$ cat src/rtl/devstat_pkg.sv
`timescale 1ns/1ps
package devstat_pkg;
  localparam int unsigned STAT_W    = 8;
  localparam int unsigned BIT_HARD  = 0;
  localparam int unsigned BIT_DEFER = 1;
  localparam int unsigned BIT_PCHK  = 2;
  localparam int unsigned BIT_DPAR  = 3;
  localparam int unsigned BIT_IPEND = 5;

  typedef enum logic [1:0] {
    CC_OK     = 2'b00,
    CC_STORED = 2'b01,
    CC_BUSY   = 2'b10,
    CC_NOOP   = 2'b11
  } cc_e;

  function automatic logic [STAT_W-1:0] pack_status(input logic hard, input logic defer,
                                                    input logic pchk, input logic dpar,
                                                    input logic ipend);
    logic [STAT_W-1:0] s;
    s = '0;
    s[BIT_HARD]  = hard;
    s[BIT_DEFER] = defer;
    s[BIT_PCHK]  = pchk;
    s[BIT_DPAR]  = dpar;
    s[BIT_IPEND] = ipend;
    return s;
  endfunction
endpackage

$ cat src/rtl/devstat_sticky.sv
`timescale 1ns/1ps
// Bank of set/clear flags; a set in the same cycle wins over a clear.
module devstat_sticky #(
  parameter int unsigned W = 4
) (
  input  logic         clk,
  input  logic         rst,
  input  logic [W-1:0] set_i,
  input  logic [W-1:0] clr_i,
  output logic [W-1:0] q_o
);
  logic [W-1:0] q_q;

  always_ff @(posedge clk) begin
    if (rst) q_q <= '0;
    else     q_q <= (q_q & ~clr_i) | set_i;
  end

  assign q_o = q_q;
endmodule

$ cat src/rtl/devstat_defer.sv
`timescale 1ns/1ps
// Intermediate latch for deferred errors plus the published copy.
module devstat_defer #(
  parameter int unsigned DEF_W    = 2,
  parameter int unsigned HESF_IDX = 0
) (
  input  logic             clk,
  input  logic             rst,
  input  logic [DEF_W-1:0] evt_i,
  input  logic             publish_i,
  input  logic             dev_clr_i,
  input  logic             offline_i,
  output logic [DEF_W-1:0] held_o,
  output logic [DEF_W-1:0] pub_o
);
  for (genvar i = 0; i < DEF_W; i++) begin : g_src
    logic held_q, pub_q, wipe;
    assign wipe = dev_clr_i || (offline_i && (i == HESF_IDX));

    always_ff @(posedge clk) begin
      if (rst) begin
        held_q <= 1'b0;
        pub_q  <= 1'b0;
      end else begin
        held_q <= ((publish_i ? 1'b0 : held_q) & ~wipe) | evt_i[i];
        pub_q  <= (pub_q & ~wipe) | (publish_i & held_q);
      end
    end

    assign held_o[i] = held_q;
    assign pub_o[i]  = pub_q;
  end
endmodule

$ cat src/rtl/devstat_xfer.sv
`timescale 1ns/1ps
// Transfer timer: busy for XFER_LEN cycles unless aborted.
module devstat_xfer #(
  parameter int unsigned XFER_LEN = 8
) (
  input  logic clk,
  input  logic rst,
  input  logic go_i,
  input  logic abort_i,
  output logic busy_o,
  output logic end_o
);
  localparam int unsigned CNT_W = (XFER_LEN > 1) ? $clog2(XFER_LEN) : 1;

  logic             busy_q;
  logic [CNT_W-1:0] cnt_q;

  assign end_o  = busy_q && (abort_i || (cnt_q == '0));
  assign busy_o = busy_q;

  always_ff @(posedge clk) begin
    if (rst) begin
      busy_q <= 1'b0;
      cnt_q  <= '0;
    end else if (go_i) begin
      busy_q <= 1'b1;
      cnt_q  <= CNT_W'(XFER_LEN - 1);
    end else if (end_o) begin
      busy_q <= 1'b0;
    end else if (busy_q) begin
      cnt_q  <= cnt_q - 1'b1;
    end
  end
endmodule

$ cat src/rtl/devstat_ctrl.sv
`timescale 1ns/1ps
module devstat_ctrl
  import devstat_pkg::*;
#(
  parameter int unsigned IMM_W    = 3,
  parameter int unsigned DEF_W    = 2,
  parameter int unsigned XFER_LEN = 8
) (
  input  logic             clk,
  input  logic             rst,
  input  logic             present_i,
  input  logic             offline_i,
  input  logic             start_i,
  input  logic             test_i,
  input  logic             irq_ack_i,
  input  logic             cpu_clr_i,
  input  logic             dev_clr_i,
  input  logic [IMM_W-1:0] imm_evt_i,
  input  logic             dpar_evt_i,
  input  logic             pchk_evt_i,
  input  logic [DEF_W-1:0] def_evt_i,
  output logic             resp_o,
  output logic [1:0]       cc_o,
  output logic [7:0]       stat_o,
  output logic             irq_o,
  output logic             busy_o
);
  localparam int unsigned NFLAG  = 5;
  localparam int unsigned F_CTL  = 0;
  localparam int unsigned F_OTH  = 1;
  localparam int unsigned F_PCHK = 2;
  localparam int unsigned F_DPAR = 3;
  localparam int unsigned F_IP   = 4;

  logic [NFLAG-1:0]  flag_set, flag_clr, flag_q;
  logic [DEF_W-1:0]  held, pub;
  logic              busy, xfer_end, abort;
  logic              hard, cmd, blocked;
  logic              start_pub, start_go, test_live, test_irq, test_store;
  logic [STAT_W-1:0] base_stat, pub_view;
  logic              irq_q, resp_q;
  cc_e               cc_d, cc_q;
  logic [STAT_W-1:0] stat_d, stat_q;

  // command decode
  assign cmd        = start_i || test_i;
  assign blocked    = offline_i || busy;
  assign hard       = flag_q[F_CTL] || flag_q[F_OTH];
  assign base_stat  = pack_status(hard, |pub, flag_q[F_PCHK], flag_q[F_DPAR], flag_q[F_IP]);
  assign pub_view   = pack_status(hard, (|pub) || (|held), flag_q[F_PCHK], flag_q[F_DPAR],
                                  flag_q[F_IP]);
  assign start_pub  = start_i && present_i && !blocked;
  assign start_go   = start_pub && !pub_view[BIT_HARD] && !pub_view[BIT_DEFER];
  assign test_live  = test_i && !start_i && present_i && !blocked;
  assign test_irq   = test_live && irq_q;
  assign test_store = test_live && (irq_q || (base_stat != '0));
  assign abort      = (|imm_evt_i) || dpar_evt_i;

  // flag set / clear matrix
  always_comb begin
    flag_set         = '0;
    flag_set[F_CTL]  = imm_evt_i[0];
    flag_set[F_OTH]  = |imm_evt_i[IMM_W-1:1];
    flag_set[F_PCHK] = pchk_evt_i;
    flag_set[F_DPAR] = dpar_evt_i;
    flag_set[F_IP]   = test_irq;
    flag_clr         = '0;
    flag_clr[F_CTL]  = cpu_clr_i;
    flag_clr[F_OTH]  = dev_clr_i;
    flag_clr[F_PCHK] = dev_clr_i || irq_ack_i || test_store;
    flag_clr[F_DPAR] = dev_clr_i || irq_ack_i || test_store;
    flag_clr[F_IP]   = irq_ack_i || test_store;
  end

  devstat_sticky #(.W(NFLAG)) u_flags (
    .clk   (clk),
    .rst   (rst),
    .set_i (flag_set),
    .clr_i (flag_clr),
    .q_o   (flag_q)
  );

  devstat_defer #(.DEF_W(DEF_W), .HESF_IDX(0)) u_defer (
    .clk       (clk),
    .rst       (rst),
    .evt_i     (def_evt_i),
    .publish_i (start_pub),
    .dev_clr_i (dev_clr_i),
    .offline_i (offline_i),
    .held_o    (held),
    .pub_o     (pub)
  );

  devstat_xfer #(.XFER_LEN(XFER_LEN)) u_xfer (
    .clk     (clk),
    .rst     (rst),
    .go_i    (start_go),
    .abort_i (abort),
    .busy_o  (busy),
    .end_o   (xfer_end)
  );

  // response selection
  always_comb begin
    cc_d   = cc_q;
    stat_d = stat_q;
    if (cmd) begin
      if (!present_i) begin
        cc_d   = CC_NOOP;
        stat_d = base_stat;
      end else if (blocked) begin
        cc_d   = CC_BUSY;
        stat_d = base_stat;
      end else if (start_i) begin
        cc_d   = start_go ? CC_OK : CC_STORED;
        stat_d = pub_view;
      end else begin
        cc_d   = test_store ? CC_STORED : CC_OK;
        stat_d = base_stat;
        stat_d[BIT_IPEND] = base_stat[BIT_IPEND] || irq_q;
      end
    end
  end

  always_ff @(posedge clk) begin
    if (rst) begin
      resp_q <= 1'b0;
      cc_q   <= CC_OK;
      stat_q <= '0;
      irq_q  <= 1'b0;
    end else begin
      resp_q <= cmd;
      cc_q   <= cc_d;
      stat_q <= stat_d;
      if (xfer_end)                   irq_q <= 1'b1;
      else if (irq_ack_i || test_irq) irq_q <= 1'b0;
    end
  end

  assign resp_o = resp_q;
  assign cc_o   = cc_q;
  assign stat_o = stat_q;
  assign irq_o  = irq_q;
  assign busy_o = busy;
endmodule

$ cat config.mk
export PLATFORM = sky130hd
export DESIGN_NAME = devstat_ctrl
export DESIGN_NICKNAME = d
export VERILOG_FILES = /design/src/rtl/devstat_pkg.sv /design/src/rtl/devstat_sticky.sv /design/src/rtl/devstat_defer.sv /design/src/rtl/devstat_xfer.sv /design/src/rtl/devstat_ctrl.sv
export SDC_FILE = /design/constraint.sdc
export NUM_CORES = 1
export LEC_CHECK = 0
export BUFFER_PORTS_ARGS = -buffer_cell sky130_fd_sc_hd__buf_2
export CORE_MARGIN = 2
export CORE_UTILIZATION = 50
export DETAILED_ROUTE_END_ITERATION = 16
export PLACE_DENSITY_LB_ADDON = 0.15
export SYNTH_ARGS = -nofsm -noshare
export SYNTH_HDL_FRONTEND = slang
export SYNTH_SLANG_ARGS = --single-unit
$ cat constraint.sdc
create_clock -name clk -period 2.9 [get_ports clk]
set_input_delay 0.435 -clock clk [delete_from_list [all_inputs] [get_ports clk]]
set_output_delay 0.435 -clock clk [all_outputs]
set_load 0.05 [all_outputs]
==> Word-level counts from Yosys, hierarchy flattened <==
Index checks and enable logic that the tools add are counted.
W data, S select, Z words.
{ "word_totals": {"ff_bits": 25, "inputBits": 16, "out_inout_bits": 13, "elab_cells": 82} }
{ "op_classes": {"n_addsub": 1, "n_eq_ne": 1, "mux": 17, "n_bitwise": 15, "reduce_logical": 37} }
{ "op_table": {"columns": ["cell", "count"], "rows": [
  ["$mux W6", 3],
  ["$logic_or A1 B1 Y1", 13],
  ["$logic_and A1 B1 Y1", 10],
  ["$mux W1", 9],
  ["$mux W3", 3],
  ["$reduce_bool A8 Y1", 1],
  ["$and A1 B1 Y1", 6],
  ["$reduce_bool A2 Y1", 3],
  ["$reduce_or A2 Y1", 3],
  ["$and A5 B5 Y5", 1],
  ["$not A5 Y5", 1],
  ["$or A5 B5 Y5", 1],
  ["$logic_not A1 Y1", 4],
  ["$mux W2", 2],
  ["$or A1 B1 Y1", 4],
  ["$logic_not A3 Y1", 1],
  ["$reduce_or A3 Y1", 1],
  ["$sub A3 B1 Y3 const B", 1],
  ["$ne A2 B2 Y1 const B", 1],
  ["$not A1 Y1", 2],
  ["$reduce_and A2 Y1", 1]
]} }

==> Longest topological paths before layout <==
Gate-level depths: netlist (run 1).
{ "depth": {"depth_word": 9, "mapped_depth": 7, "ltp_nobuf": 7} }

==> Cells and area by module <==
Synthesis (run 1) repeated with hierarchy kept, for this count alone.
{ "unflattened": {"hier_cells": 128, "hier_area_um2": 1081.0} }
{ "by_module_without_submodules": {"columns": ["module", "n_inst", "cells_per_inst", "area_per_inst_um2", "seq_area_each_um2"], "rows": [
  ["devstat_ctrl", 1, 62, 478.0, 180.2],
  ["devstat_xfer", 1, 26, 249.0, 80.1],
  ["devstat_defer", 1, 20, 178.9, 80.1],
  ["devstat_sticky", 1, 20, 175.2, 100.1]
]} }

==> Worst setup path before layout (run 1) <==
OpenSTA, ideal clock, no wires.
{ "synth_path": {"path_kind": "register -> register", "startpoint": "reg u_xfer.cnt_q[0]", "endpoint": "reg u_xfer.cnt_q[1]", "setup_time_ns": 0.071, "t_arrival_ns": 1.448, "t_required_ns": 2.829, "path_slack_ns": 1.382, "path_stages_with_launch": 8, "synth_period_minus_slack_ns": 1.518, "path_cell_list": "dfxtp_1 > inv_1 > ha_1 > ha_1 > nor3_2 > nand3_2 > mux2_1 > a21oi_1"} }
{ "synth_via": {"elab_chain_cells": 5} }
{ "synth_lines": {"columns": ["element", "line", "text"], "rows": [
  ["start: declaration", "devstat_xfer.sv:16", "logic [CNT_W-1:0] cnt_q;"],
  ["start signal: assignment", "devstat_xfer.sv:27", "cnt_q <= CNT_W'(XFER_LEN - 1);"],
  ["start signal: assignment", "devstat_xfer.sv:31", "cnt_q <= cnt_q - 1'b1;"],
  ["parallel branches: the longest is 5 deep, another holds $sub A3 B1 Y3", null, null]
]} }
Several ways; the timed one is not identified. The select of a mux whose other input is x is not followed.
A chain may end at the register's enable or synchronous reset.

==> Worst setup path after layout (run 1) <==
Ends and elaborated chain as after synthesis.

==> reports/metrics.csv, run 1 <==
stage,metric,value,unit
outcome,status,finished clean,
floorplan,die-area,2290,um2
sta,finalSetupTns,0,ps
final_layout,num-nets-final,153,
global_route,grt_pass1_wl,3.38,mm
logic_synthesis,yosysUniqueCellTypes,31,
critical_path,crit_arrival,1870,ps
logic_synthesis,synth_top_cell_by_area,dfxtp_1,
routing,wl_per_cell,12.4,um
final_layout,syn_to_final_growth,17.0,%
critical_path,crit_fanout,4,
final_layout,finish.utilization,63.8,%
cts,cts.sinks,22,
sta,slew_viol_final,0,
final_layout,drive_above_1_share,25.4,%
sta,max_freq,0.619,GHz
floorplan,start_util,54.5,%
routing,dr.pass1.iters,4,
cts,holdBufCountCts,0,
logic_synthesis,ys_ff_latch,22,
power,ir_drop,0.540,mV
routing,wl,1.97,mm
critical_path,rr_worst_depth,7,
logic_synthesis,synthTopCellsByCount,"22 x dfxtp_1, 19 x nor2_1, 13 x a21oi_1",
sta,fin_crit,1620,ps
global_route,grt_pass1_vias,850,
sta,rsz0062_at_grt,false,
placement,io_buffers,25,
routing,drtIter0Drc,19,
global_route,grt_max_degree,23,
power,power.leakage,0.477,nW
floorplan,rows,15,
cts,clk_latency,310,ps
logic_synthesis,synth_ff_type,dfxtp_1,
cts,cts_buffer_depth,2,
cts,numCtsBuffers,3,
logic_synthesis,yosysMostFrequentCell,dfxtp_1,
logic_synthesis,syn_inst,110,
sta,finalCritPeriodShare,55.7,%
cts,cts.clk_slew.worst_paths,130,ps
sta,hold_viol_final,0,
sta,worst_slew_pin_slew,497,ps
critical_path,cp.required,3150,ps
placement,gp_congestion,0.804,
min_path,hold_depth,3,
placement,dp.final_hpwl,1.49,mm
logic_synthesis,synth_edf_count,0,
cts,postCtsSetupBuffers,0,
global_route,grt_usage,21.3,%
final_layout,insertedDiodeCount,0,
floorplan,die_h,47.9,um
floorplan,die_w,47.9,um
routing,drc,0,
logic_synthesis,netlist_top_cells_area,"dfxtp_1 46%, nor2_1 7.4%, a21oi_1 6.8%",
cts,cts_root_buf,clkbuf_4,
logic_synthesis,seq_area_frac_synth,45.8,%
logic_synthesis,synth_top_area_share,45.8,%
logic_synthesis,netlist_area,962,um2
cts,htreeDepth,1,
cts,cts_tree,done,
routing,dr_total_vias,849,
global_route,grt_overflow,0,
routing,vias_per_cell,5.34,
critical_path,crit_path_end_kind,register,
run,drv_cap,0,
power,power_per_cell_area,587,nW/um2
sta,slew_headroom,66.6,%
routing,ant_nets,0,
critical_path,startpoint_type,register,
cts,cts-resized-gates,0,
min_path,hold_class,input pin to register,
sta,clock_skew,5.92,ps
floorplan,ios,29,
sta,setup_violations,0,
critical_path,critPathKind,register to register,
global_route,antenna_found_initial,0,
logic_synthesis,async_reset_ff_share,0,%
final_layout,final.fill_count,167,
logic_synthesis,syn_avg_cell_area,8.75,um2
floorplan,placeableCoreArea,1760,um2
logic_synthesis,yosys_warnings,0,
kinds of logic after synthesis:
logic type,share of synthesized area [%]
adders and majority gates,2.60
other,0.390
xor gates and xnor gates,0.910
DFF,45.8
muxes,2.34
AOI/OAI and AO/OA,16.3
buffers and inverters,7.41
and+or+nand+nor,24.3
power by group:
| part | total, mW | switching [mW] | internal (mW) |
|---|---|---|---|
| registers | 0.324 | 0.00779 | 0.316 |
| clock network | 0.234 | 0.0944 | 0.140 |
| logic | 0.102 | 0.0727 | 0.0297 |
| total | 0.661 | 0.175 | 0.486 |
path summary, 6_finish.rpt:
path	startpoint	end	slack (ps)
setup / recovery	u_xfer.cnt_q[0]	u_xfer.cnt_q[1]	1280
hold / removal	pchk_evt_i	u_flags.q_o[2]	320
setup reg to reg	u_xfer.cnt_q[0]	u_xfer.cnt_q[1]	1280
hold reg to reg	stat_o[3]	stat_o[3]	460
metal layers:
metal | GRT usage (%) | wire length (um) | vias to the layer above
met5 | 0 | 0 | -
met4 | 9.19 | 20 | 0
met3 | 4.53 | 110 | 2
met2 | 37.6 | 961 | 32
met1 | 24.6 | 879 | 390
li1 | - | - | 425
metrics by stage:
stage	cell area, um2	total power, mW	worst slack (ps)	std cells	hold WS (ps)
floorplan	970	0.409	1380	112	450
global placement	1070	0.431	1360	155	437
detailed placement	1070	0.434	1290	155	451
CTS	1130	0.667	1260	159	324
global route	1130	0.690	1170	159	327
finish	1130	0.661	1280	159	325
critical path, stage by stage, from the launching register on:
cell and delay (ps):
dfxtp_1 330, inv_1 60, ha_1 200, ha_1 190, nor3_2 170, nand3_2 150
mux2_1 340, a21oi_1 130
cell usage in the layout, fill, tap and decap left out:
master     netlist  routed
buf_2            0      25
dfxtp_1         22      22
nor2_1          19      19
a21oi_1         13      13
nand2_1         11      11
inv_1            5       5
a31oi_1          3       3
nor4_1           3       3
nor3_1           3       3
conb_1           1       3
clkbuf_4         0       3
a32oi_1          2       2
a211oi_1         2       2
mux2_1           2       2
ha_1             2       2
nor3b_4          1       1
nand4bb_1        1       1
nand4_2          1       1
nor2b_1          1       1
or2_1            1       1
o211ai_1         1       1
o21ai_1          1       1
a211oi_2         1       1
nor3_2           1       1
nand3_2          1       1
xnor2_1          1       1
o21a_1           1       1
a22oi_1          1       1
nand3_1          1       1
nand3b_1         1       1
bufinv_16        0       1
registers in the layout, indices dropped and copies added, names as in the netlist:
| name | count |
|---|---|
| cc_o | 2 |
| stat_o | 5 |
| u_xfer.cnt_q | 3 |
| resp_o | 1 |
| u_flags.q_o | 5 |
| u_xfer.busy_o | 1 |
| u_defer.g_src.pub_q | 2 |
| irq_o | 1 |
| u_defer.g_src.held_q | 2 |
final cells by class:
| cell class | instances | area [um2] | area share, % |
|---|---|---|---|
| Multi-Input combinational cell | 78 | 458 | 40.7 |
| Sequential cell | 22 | 440 | 39.1 |
| Timing Repair Buffer | 25 | 125 | 11.1 |
| Tap cell | 25 | 31.3 | 2.78 |
| Clock inverter | 1 | 30.0 | 2.67 |
| Clock buffer | 3 | 22.5 | 2.00 |
| Inverter | 5 | 18.8 | 1.67 |
Note: power is estimated with default switching activity, not from simulation.
==> run 2, diff against run 1 <==
Settings changed: CORE_UTILIZATION 50 to 44.
Clock period 2.9 ns to 1.4 ns, I/O delays scaled along.
==> reports/metrics.csv, run 2 (synthesis gave the netlist of run 1 again) <==
stage,metric,value,unit,change
final_layout,seq_area,444,um2,+0.85%
sta,rsz0062_at_grt,true,,
critical_path,worst_r2r_endpoint,u_xfer.cnt_q[1],,
critical_path,rr_worst_depth,7,,unchanged
global_route,grt_usage,18.2,%,-3.1 points
sta,hold_viol_final,0,,unchanged
critical_path,cp_slowest_cell,dfxtp_2,,
critical_path,r2r_slack,-90,ps,-1370 ps
floorplan,ios,29,,unchanged
floorplan,start_util,47.6,%,-7.0 points
critical_path,crit_path_end_kind,register,,
global_route,grt_max_degree,23,,unchanged
outcome,status,"complete, but fails checks",,
global_route,grt_pass1_vias,825,,-2.9%
routing,ant_nets,0,,unchanged
routing,drc,0,,unchanged
power,power_per_cell_area,944,nW/um2,+61%
placement,io_buffers,25,,unchanged
sta,slew_viol_final,0,,unchanged
floorplan,die_h,50.8,um,+6.0%
critical_path,startpoint_type,register,,
final_layout,mostFrequentLayoutCells,"25 x buf_2, 19 x nor2_1, 19 x dfxtp_1",,
critical_path,slowest_delay,340,ps,about the same
critical_path,critPathKind,register to register,,
final_layout,multi_input_comb_area,518,um2,+13%
global_route,grt_overflow,0,,unchanged
cts,htreeDepth,1,,unchanged
power,power.leakage,0.557,nW,+17%
final_layout,layout_commonest_cell,buf_2,,
sta,fin_ws,-87.4,ps,-1370 ps
outcome,violations,setup timing,,
final_layout,insertedDiodeCount,0,,unchanged
critical_path,critPathTopFamily,flip-flops,,
sta,finalSetupTns,-230,ps,-230 ps
final_layout,num-nets-final,167,,+9.2%
placement,place_ws,-121,ps,-1410 ps
critical_path,crit_path_cell_trace,"inv_2, ha_4, ha_4, nor3_4, nand3_2, mux2_4, a21oi_2",,
run,drv_cap,0,,unchanged
routing,dr_total_vias,864,,+1.8%
floorplan,die_w,50.8,um,+6.0%
global_route,antenna_found_initial,0,,unchanged
cts,cts_root_buf,clkbuf_4,,
cts,clk_latency,300,ps,about the same
final_layout,final.fill_count,195,,+17%
routing,dr.pass1.iters,4,,unchanged
placement,gp_congestion,0.797,,-0.93%
sta,setup_violations,3,,+3
sta,max_freq,0.672,GHz,+8.7%
placement,dp.final_hpwl,1.55,mm,+3.7%
min_path,worstHoldStart,def_evt_i[0],,
final_layout,drive_above_1_share,41.5,%,+16 points
critical_path,cp.required,1640,ps,-1510 ps
final_layout,syn_to_final_growth,32.1,%,
floorplan,placeableCoreArea,2020,um2,+15%
cts,cts_tree,done,,
min_path,hold_path_end,u_defer.g_src[0].held_q,,
critical_path,crit_top_cell,ha_4,,
power,ir_drop,0.603,mV,+12%
critical_path,crit_buf_inv,1,,unchanged
cts,cts.clk_slew.worst_paths,120,ps,about the same
critical_path,crit_fanout,4,,unchanged
cts,numCtsBuffers,3,,unchanged
routing,wl_per_cell,12.1,um,-2.2%
sta,fin_crit,1490,ps,-129 ps
sta,clock_skew,7.43,ps,+1.51 ps
sta,finalCritPeriodShare,106,%,+51 points
floorplan,rows,16,,+1
floorplan,die-area,2580,um2,+12%
critical_path,timing.rr.start,u_xfer.cnt_q[1],,
routing,wl,2.11,mm,+7.0%
routing,vias_per_cell,4.97,,-7.0%
cts,holdBufCountCts,0,,unchanged
cts,cts_buffer_depth,2,,unchanged
critical_path,crit_arrival,1720,ps,-150 ps
global_route,grt_pass1_wl,3.51,mm,+3.7%
cts,cts.sinks,22,,unchanged
routing,drtIter0Drc,9,,-10
min_path,hold_class,input pin to register,,
min_path,hold_depth,3,,unchanged
[run 2: how the worst max path moves through the flow]
| stage | depth (start not counted) | endpoint | slack (ps) | from |
|---|---|---|---|---|
| floorplan | 7 | u_xfer.cnt_q[1] | -70 | u_xfer.cnt_q[0] |
| global route | 8 | u_xfer.cnt_q[0] | -150 | u_xfer.cnt_q[0] |
| detailed placement | 7 | u_xfer.cnt_q[1] | -120 | u_xfer.cnt_q[1] |
| CTS | 7 | u_xfer.cnt_q[1] | -80 | u_xfer.cnt_q[0] |
| global placement | 7 | u_xfer.cnt_q[1] | -90 | u_xfer.cnt_q[1] |
| finish | 7 | u_xfer.cnt_q[1] | -90 | u_xfer.cnt_q[1] |
[run 2: timing repair]
action                     in CTS  in global routing
buffers inserted                4                  1
pin swaps                       4                  4
gates resized for setup         1                  4
setup endpoints to repair       4                  6
[run 2: tightest hold or removal path, cell delays in order]
cell and delay [ps]:
buf_2 70, a31oi_1 30, nor2_1 70
[run 2: power by group]
| part | total [mW] | switching (mW) | internal [mW] |
|---|---|---|---|
| clock | 0.284 | 0.183 | 0.100 |
| combinational | 0.244 | 0.160 | 0.0842 |
| sequential | 0.673 | 0.0170 | 0.656 |
[run 2: final cells by class]
cell class	count	share of cell area (%)
multi-input combinational	78	40.7
sequential	22	34.9
tap	27	2.66
inverter	5	1.48
timing repair buffer	39	18.4
clock buffer	3	1.77
[run 2: metrics by stage]
stage / util [%] / cells / cell area (um2) / hold WS (ps) / power (mW)
4_1_cts: 62.0 / 174 / 1250 / 96.1 / 1.22
6_report: 62.9 / 174 / 1270 / 104 / 1.20
3_3_place_gp: 59.3 / 167 / 1200 / 420 / 0.921
3_5_place_dp: 59.3 / 167 / 1200 / 431 / 0.924
2_1_floorplan: - / 112 / 1020 / 283 / 0.858
5_1_grt: 62.9 / 174 / 1270 / 116 / 1.26
[run 2: routing by layer]
| layer | part of all wire (%) | global-route usage (%) | vias up |
|---|---|---|---|
| met4 | 0.71 | 8.11 | 0 |
| met1 | 48 | 22.8 | 397 |
| met5 | 0 | 0 | - |
| li1 | - | - | 448 |
| met3 | 3.6 | 2.68 | 2 |
| met2 | 48 | 30.7 | 17 |
